[config.mk]
export PLATFORM = sky130hd
export DESIGN_NAME = rd_reorder_slave
export DESIGN_NICKNAME = d
export VERILOG_FILES = /design/src/rtl/rro_pkg.sv /design/src/rtl/rro_pool.sv /design/src/rtl/rro_beat.sv /design/src/rtl/rd_reorder_slave.sv
export SDC_FILE = /design/constraint.sdc
export NUM_CORES = 1
export LEC_CHECK = 0
export BUFFER_PORTS_ARGS = -buffer_cell sky130_fd_sc_hd__buf_2
export CORE_AREA = 2 2 97 99
export DETAILED_ROUTE_END_ITERATION = 7
export DIE_AREA = 0 0 99 101
export HOLD_SLACK_MARGIN = 0.15
export MAX_ROUTING_LAYER = met4
export PLACE_DENSITY_LB_ADDON = 0.25
export SYNTH_ARGS = -nofsm -noshare
export SYNTH_HDL_FRONTEND = slang
export SYNTH_SLANG_ARGS = --single-unit
[constraint.sdc]
create_clock -name clk -period 6.05 [get_ports clk]
set_clock_uncertainty 0.2 [all_clocks]
set_input_delay 1.21 -clock clk [delete_from_list [all_inputs] [get_ports clk]]
set_output_delay 1.21 -clock clk [all_outputs]
set_load 0.02 [all_outputs]
[src/rtl/rro_pkg.sv]
package rro_pkg;
  // index width for a pool of n slots, never zero
  function automatic int idx_width(input int n);
    return (n > 1) ? $clog2(n) : 1;
  endfunction
endpackage

[src/rtl/rro_pool.sv]
module rro_pool
  import rro_pkg::*;
#(
  parameter int DEPTH  = 4,
  parameter int ID_W   = 2,
  parameter int ADDR_W = 8,
  parameter int LEN_W  = 3,
  parameter int LAT_W  = 4
) (
  input  logic              clk,
  input  logic              rst,
  input  logic              push,
  input  logic [ID_W-1:0]   push_id,
  input  logic [ADDR_W-1:0] push_addr,
  input  logic [LEN_W-1:0]  push_len,
  input  logic [LAT_W-1:0]  push_lat,
  input  logic              pop,
  output logic              full,
  output logic              sel_valid,
  output logic [ID_W-1:0]   sel_id,
  output logic [ADDR_W-1:0] sel_addr,
  output logic [LEN_W-1:0]  sel_len
);
  localparam int IDX_W = idx_width(DEPTH);

  // slot 0 holds the oldest request; slots stay packed toward 0
  logic [DEPTH-1:0]  e_v, n_v;
  logic [ID_W-1:0]   e_id   [DEPTH];
  logic [ID_W-1:0]   n_id   [DEPTH];
  logic [ADDR_W-1:0] e_addr [DEPTH];
  logic [ADDR_W-1:0] n_addr [DEPTH];
  logic [LEN_W-1:0]  e_len  [DEPTH];
  logic [LEN_W-1:0]  n_len  [DEPTH];
  logic [LAT_W-1:0]  e_lat  [DEPTH];
  logic [LAT_W-1:0]  n_lat  [DEPTH];

  logic [DEPTH-1:0] elig;
  logic [IDX_W-1:0] sel_idx;
  logic             placed;

  genvar gi, gj;
  generate
    for (gi = 0; gi < DEPTH; gi++) begin : g_slot
      logic [DEPTH-1:0] older_hit;
      for (gj = 0; gj < DEPTH; gj++) begin : g_cmp
        if (gj < gi) begin : g_older
          assign older_hit[gj] = e_v[gj] && (e_id[gj] == e_id[gi]);
        end else begin : g_younger
          assign older_hit[gj] = 1'b0;
        end
      end
      assign elig[gi] = e_v[gi] && (e_lat[gi] == '0) && !(|older_hit);
    end
  endgenerate

  // lowest eligible slot is the oldest eligible request
  always_comb begin
    sel_valid = 1'b0;
    sel_idx   = '0;
    for (int k = DEPTH - 1; k >= 0; k--) begin
      if (elig[k]) begin
        sel_valid = 1'b1;
        sel_idx   = IDX_W'(k);
      end
    end
  end

  assign sel_id   = e_id[sel_idx];
  assign sel_addr = e_addr[sel_idx];
  assign sel_len  = e_len[sel_idx];
  assign full     = &e_v;

  always_comb begin
    n_v    = e_v;
    n_id   = e_id;
    n_addr = e_addr;
    n_len  = e_len;
    n_lat  = e_lat;
    placed = 1'b0;
    if (pop) begin
      for (int k = 0; k < DEPTH - 1; k++) begin
        if (k >= int'(sel_idx)) begin
          n_v[k]    = n_v[k+1];
          n_id[k]   = n_id[k+1];
          n_addr[k] = n_addr[k+1];
          n_len[k]  = n_len[k+1];
          n_lat[k]  = n_lat[k+1];
        end
      end
      n_v[DEPTH-1] = 1'b0;
    end
    for (int k = 0; k < DEPTH; k++) begin
      if (n_v[k] && (n_lat[k] != '0)) n_lat[k] = n_lat[k] - LAT_W'(1);
    end
    for (int k = 0; k < DEPTH; k++) begin
      if (push && !placed && !n_v[k]) begin
        n_v[k]    = 1'b1;
        n_id[k]   = push_id;
        n_addr[k] = push_addr;
        n_len[k]  = push_len;
        n_lat[k]  = push_lat;
        placed    = 1'b1;
      end
    end
  end

  always_ff @(posedge clk) begin
    if (rst) begin
      e_v <= '0;
    end else begin
      e_v <= n_v;
    end
    e_id   <= n_id;
    e_addr <= n_addr;
    e_len  <= n_len;
    e_lat  <= n_lat;
  end
endmodule

[src/rtl/rro_beat.sv]
module rro_beat #(
  parameter int ID_W   = 2,
  parameter int ADDR_W = 8,
  parameter int LEN_W  = 3,
  parameter int DATA_W = 16
) (
  input  logic              clk,
  input  logic              rst,
  input  logic              sel_valid,
  input  logic [ID_W-1:0]   sel_id,
  input  logic [ADDR_W-1:0] sel_addr,
  input  logic [LEN_W-1:0]  sel_len,
  output logic              take,
  input  logic              r_ready,
  output logic              r_valid,
  output logic [ID_W-1:0]   r_id,
  output logic [DATA_W-1:0] r_data,
  output logic              r_last
);
  logic [LEN_W-1:0] left;

  // a new burst is loaded only when no burst is on the channel
  assign take = sel_valid && !r_valid;

  always_ff @(posedge clk) begin
    if (rst) begin
      r_valid <= 1'b0;
      r_last  <= 1'b0;
      r_id    <= '0;
      r_data  <= '0;
      left    <= '0;
    end else if (take) begin
      r_valid <= 1'b1;
      r_id    <= sel_id;
      r_data  <= DATA_W'(sel_addr);
      left    <= sel_len;
      r_last  <= (sel_len == '0);
    end else if (r_valid && r_ready) begin
      if (r_last) begin
        r_valid <= 1'b0;
        r_last  <= 1'b0;
      end else begin
        r_data <= r_data + DATA_W'(1);
        left   <= left - LEN_W'(1);
        r_last <= (left == LEN_W'(1));
      end
    end
  end
endmodule

[src/rtl/rd_reorder_slave.sv]
module rd_reorder_slave #(
  parameter int DEPTH  = 4,
  parameter int ID_W   = 2,
  parameter int ADDR_W = 8,
  parameter int LEN_W  = 3,
  parameter int DATA_W = 16,
  parameter int LAT_W  = 4
) (
  input  logic              clk,
  input  logic              rst,
  input  logic              ar_valid,
  output logic              ar_ready,
  input  logic [ID_W-1:0]   ar_id,
  input  logic [ADDR_W-1:0] ar_addr,
  input  logic [LEN_W-1:0]  ar_len,
  input  logic [LAT_W-1:0]  ar_lat,
  output logic              r_valid,
  input  logic              r_ready,
  output logic [ID_W-1:0]   r_id,
  output logic [DATA_W-1:0] r_data,
  output logic              r_last
);
  logic              full, sel_valid, take;
  logic [ID_W-1:0]   sel_id;
  logic [ADDR_W-1:0] sel_addr;
  logic [LEN_W-1:0]  sel_len;

  assign ar_ready = !full;

  rro_pool #(
    .DEPTH(DEPTH), .ID_W(ID_W), .ADDR_W(ADDR_W), .LEN_W(LEN_W), .LAT_W(LAT_W)
  ) u_pool (
    .clk(clk), .rst(rst),
    .push(ar_valid && ar_ready), .push_id(ar_id), .push_addr(ar_addr),
    .push_len(ar_len), .push_lat(ar_lat),
    .pop(take), .full(full), .sel_valid(sel_valid),
    .sel_id(sel_id), .sel_addr(sel_addr), .sel_len(sel_len)
  );

  rro_beat #(
    .ID_W(ID_W), .ADDR_W(ADDR_W), .LEN_W(LEN_W), .DATA_W(DATA_W)
  ) u_beat (
    .clk(clk), .rst(rst),
    .sel_valid(sel_valid), .sel_id(sel_id), .sel_addr(sel_addr), .sel_len(sel_len),
    .take(take), .r_ready(r_ready), .r_valid(r_valid), .r_id(r_id),
    .r_data(r_data), .r_last(r_last)
  );
endmodule

# Yosys cells after proc, flatten, opt, wreduce, memory -nomap -nowiden
# Cells that the tools add are included.
word_totals:
  inputBits: 21
  mem_bits_rw: 0
  reg_bits: 95
  latch_bits: 0
  elab_cells: 183
  out_inout_bits: 21
  mem_count: 0
  romBits: 0
op_classes:
  bitwise_logic: 2
  n_mux: 73
  n_eq_ne: 8
  reduce_logical: 67
  n_div: 0
  order_cmp: 4
  multipliers: 0
  shifts: 0
  n_addsub: 6
ops:
  columns: ["op", "n"]
  rows:
  - ["$mux W8", 11]
  - ["$mux W4", 12]
  - ["$mux W3", 11]
  - ["$logic_and A1 B1 Y1", 27]
  - ["$mux W2", 12]
  - ["$mux W24", 1]
  - ["$mux W1", 20]
  - ["$reduce_bool A2 Y1", 9]
  - ["$add A16 B1 Y16 const B", 1]
  - ["$bmux W8 S2", 1]
  - ["$logic_not A4 Y1", 4]
  - ["$reduce_bool A4 Y1", 4]
  - ["$sub A4 B1 Y4 const B", 4]
  - ["$eq A2 B2 Y1", 6]
  - ["$logic_not A1 Y1", 12]
  - ["$mux W12", 1]
  - ["$reduce_and A2 Y1", 6]
  - ["$mux W9", 1]
  - ["$bmux W3 S2", 1]
  - ["$mux W6", 1]
  - ["$bmux W2 S2", 1]
  - ["$ge A1 B2 Y1 const A", 2]
  - ["$reduce_and A4 Y1", 1]
  - ["$reduce_or A2 Y1", 2]
  - ["other kinds (9)", 9]

# Longest topological paths before layout
logic_depth:
  word_depth: 27
  mapped_depth: 13
  mapped_depth_nobuf: 12

# Hierarchy
# From an unflattened synthesis, not the netlist that was laid out.
unflattened:
  cells_unflattened: 528
  hier_area_um2: 5343.9
modules_own_cells:
  columns: ["module", "cells_each", "instances", "area_each_um2", "seq_area_each_um2"]
  rows:
  - ["rro_pool", 388, 1, 4175.3, 2001.9]
  - ["rro_beat", 138, 1, 1158.6, 460.4]
  - ["rd_reorder_slave", 2, 1, 10.0, 0.0]

# Worst setup path before layout
# Ideal clock, no wire load.
synth_timing:
  path_kind: "reg2reg"
  from: "reg u_pool.e_lat[13] in the netlist's numbering"
  to: "reg u_pool.e_lat[4] in the netlist's numbering"
  arrival_ns: 2.852
  required_ns: 5.731
  setup_ns: 0.119
  setup_slack_ns: 2.880
  stages_incl_launch_ff: 12
  synth_period_minus_slack_ns: 3.170
  n_path_buf: 0
  cell_sequence: "dfxtp_1 or4_4 nor2_8 a21oi_4 a21oi_2 mux2i_1 ha_1 inv_1 or3_1 mux2i_1 nor2_1 o221a_2"
synth_lines:
  columns: ["item", "line", "source"]
  rows:
  - ["start, declared", "rro_pool.sv:34", "logic [LAT_W-1:0] e_lat [DEPTH];"]
  - ["start signal, assigned", "rro_pool.sv:116", "e_lat <= n_lat;"]

# Final worst setup path
layout_timing:
  from: "reg u_pool.e_lat[13] in the netlist's numbering"
  to: "reg u_pool.e_len[3] in the netlist's numbering, enable pin"
layout_between:
  elab_chain_len: 18
  word_cells_on_any_way: 27
  classes_between: "order compare (3); mux (8); reduce/logical (16)"
layout_rtl:
  columns: ["item", "line", "source"]
  rows:
  - ["$logic_not A4 Y1 *", "rro_pool.sv:52", "assign elig[gi] = e_v[gi] && (e_lat[gi] == '0) && !(|older_hit);"]
  - ["$logic_and A1 B1 Y1 *", "rro_pool.sv:52", null]
  - ["$mux W2", "rro_pool.sv:61", "if (elig[k]) begin"]
  - ["$ge A1 B2 Y1", "rro_pool.sv:82", "if (k >= int'(sel_idx)) begin"]
  - ["$mux W1", "rro_pool.sv:82", null]
  - ["$mux W4", "rro_pool.sv:80", "if (pop) begin"]
  - ["$logic_not A1 Y1", "rro_pool.sv:96", "if (push && !placed && !n_v[k]) begin"]
  - ["$logic_and A1 B1 Y1", "rro_pool.sv:96", null]
  - ["$mux W1", "rro_pool.sv:96", null]
  - ["$logic_not A1 Y1", "rro_pool.sv:96", null]
  - ["$logic_and A1 B1 Y1 (2 in a row)", "rro_pool.sv:96", null]
  - ["$mux W1", "rro_pool.sv:96", null]
  - ["$logic_not A1 Y1", "rro_pool.sv:96", null]
  - ["$logic_and A1 B1 Y1 (2 in a row)", "rro_pool.sv:96", null]
  - ["$reduce_bool A2 Y1 (no source line)", null, null]
  - ["$reduce_and A2 Y1 (no source line) *", null, null]
  - ["end signal, assigned", "rro_pool.sv:115", "e_len <= n_len;"]
  - ["end, declared", "rro_pool.sv:32", "logic [LEN_W-1:0] e_len [DEPTH];"]
# Mark *: on every way between the ends. The rest lies on a longest branch, timed or not.
# A chain may end at the register's enable or synchronous reset.

==> qor.txt <==
Synth Register Bits: 95
Cell variety after synth: 63
RSZ-0062 raised after global routing: no
Max Cap Violations: 0
Top FF cell, synth: edfxtp_1
PD cells: 277 nW/um^2
Routed wire length: 12900 um
Fin area: 5720 um^2
R2R Setup Slk: 2.19 ns
Clock buffer count from CTS: 9
Crit path max fanout: 26
Hold endpoint: u_beat.r_id[0]
Hold depth: 2
H-tree depth: 3
Setup TNS: 0 ns
Syn_nets: 558
Placer Congestion: 0.893
Vias per Instance: 6.44
Commonest non-fill, non-tap cell in the layout: nand2_1
Static Leakage: 2.24 nW
Post-Layout Cell Count: 678
Worst Path Required: 5.81 ns
Setup bufs post-CTS: 0
Initial Utilization: 0.586
Area grow syn2layout: 8.85%
Worst-path clk slew: 0.09 ns
FF-to-FF Start: u_pool.e_lat[13]
Nets: 591
Status: finished clean
Worst VDD drop: 0.162 mV
Fin. Hold Viols: 0
Depth of the worst register-to-register path: 6
Clock Path Buffers: 2
Slew @ Worst Pin: 1.08 ns
Io pins: 42
Total die area: 10000 um^2
DRT iter0 DRCs: 476
CP arrival: 3.62 ns
# placed instances: 662
Number of global-route vias before repair: 4036
Syn avg cell area: 9.94 um^2
Total clock sinks: 95
First drt pass iteration count: 6
Most frequent cells in the layout: nand2_1, edfxtp_1, nor2_1
Post-cts resize count: 0
Crit end category: register
Cell count after synthesis: 529
Final HPWL DP: 9580 um
Mapped Area: 5260 um^2
Width of the die: 99 um
Dpl cell area: 5540 um^2
Post-route minimum period: 3.86 ns
Post-layout util: 0.638
Share of layout cells above drive strength 1: 0.196
Tcrit/Tclk final: 0.638
Die Ht: 101 um
Routed Antenna Nets: 0
Core Area: 8980 um^2
Post-synthesis sequential area ratio: 0.468
CTS tree: built
Largest net degree at the start of global routing: 27
GRT Overall Usage: 0.275
# diodes: 0
First-pass GRT wire length: 20800 um
Antenna violations before repair: 0
Worst Setup Start Kind: register
Slew Limit Fails: 0
Port Buffers: 41
Setup WS post-layout: 2.19 ns
Rows: 35
Count of final setup violators: 0
Hold_buf cts: 0
Root Driver: clkbuf_8
Max-slew headroom: 0.274
Post-synth EDFFs: 56
Vias post-DR: 4365
Pre-CTS setup slack: 2.13 ns
Yosys Warn Count: 0
Setup Crit Path Kind: reg -> reg
HP Class: reg -> reg
Drt drc: 0
Max Fclk: 259 MHz
Async SR Flop Fraction: 0
Routed len/inst: 19.0 um
Clk_lat worst skew: 0.37 ns
Worst hold start: u_beat.r_id[0]
Crit. Startpoint: u_pool.e_lat[13]
RR Endpoint: u_pool.e_len[3]
Total grt overflow: 0
-- cells in the mapped netlist (3+ instances only) --
master	number	area share
nand2_1	73	0.052
o211a_1	4	0.0076
and2_1	5	0.0059
mux2i_1	13	0.025
dfxtp_1	39	0.15
a21oi_1	26	0.025
edfxtp_1	56	0.32
a221oi_1	3	0.0050
ha_1	8	0.019
mux2_2	29	0.062
nor2_1	42	0.030
and3_1	22	0.026
clkbuf_1	15	0.011
xnor2_1	17	0.028
a31oi_1	13	0.015
a21boi_0	7	0.010
nand3_1	23	0.022
xor2_1	9	0.015
buf_2	4	0.0038
inv_1	15	0.011
nand4_1	4	0.0048
o221ai_1	3	0.0050
nor3_1	13	0.012
a211oi_1	6	0.0086
a32oi_1	3	0.0050
o211ai_1	4	0.0057
o21ai_0	22	0.021
-- where the power goes --
group / leakage [nW] / internal, mW / switching (mW) / total, mW
registers: 0.835 / 0.763 / 0.0680 / 0.831
logic: 1.31 / 0.145 / 0.209 / 0.354
clock network: 0.0878 / 0.158 / 0.244 / 0.402
total: 2.24 / 1.07 / 0.521 / 1.59
-- per-stage QoR --
step	hold WS, ns	power [mW]
2_1_floorplan	0.308	1.09
3_3_place_gp	0.273	1.18
3_5_place_dp	0.292	1.19
4_1_cts	0.306	1.59
5_1_grt	0.351	1.67
6_report	0.302	1.59
-- critical path, cell delays in order, from the launching register on --
cell       delay, ns
dfxtp_1         0.36
nor4_4          0.36
nand2_1         0.53
o21ai_4         0.37
o21ai_4         0.16
o2111ai_2       0.85
nand2_1         0.62
-- sequential cells by signal, indices dropped and copies added (netlist names) --
signal	cells
u_beat.r_last	1
u_beat.r_valid	1
u_pool.e_id	8
u_pool.e_addr	32
u_beat.r_data	16
u_pool.e_len	12
u_beat.r_id	2
u_pool.e_lat	16
u_beat.left	3
u_pool.e_v	4
-- worst max-delay path by stage --
stage,to,cells after the start,slack (ns)
3_3_place_gp,u_pool.e_addr[10],6,2.37
6_report,u_pool.e_len[3],6,2.19
5_1_grt,u_pool.e_addr[14],6,1.87
4_1_cts,u_pool.e_len[3],6,2.11
3_5_place_dp,u_pool.e_addr[13],6,2.13
2_1_floorplan,u_pool.e_lat[4],11,2.88
-- layout make-up --
type,count,area (um^2)
Inverter,15,56.3
Tap cell,111,139
Multi-Input combinational cell,396,2650
Clock inverter,7,62.6
Clock buffer,9,124
Fill cell,724,3250
Timing Repair Buffer,45,235
Sequential cell,95,2460
-- metal layers --
metal	wire, um	part of all wire	GRT usage
met3	948	0.073	0.0485
met1	5990	0.46	0.397
met4	168	0.013	0.0717
met5	0	0	-
met2	5800	0.45	0.405
-- cell families after synthesis --
family | synth area share
adders and majority gates | 0.0190
and+or+nand+nor | 0.185
DFF | 0.468
AOI/OAI and AO/OA | 0.168
muxes | 0.0868
xor gates and xnor gates | 0.0433
buffers and inverters | 0.0300
Power figures use the tool's default switching activity.
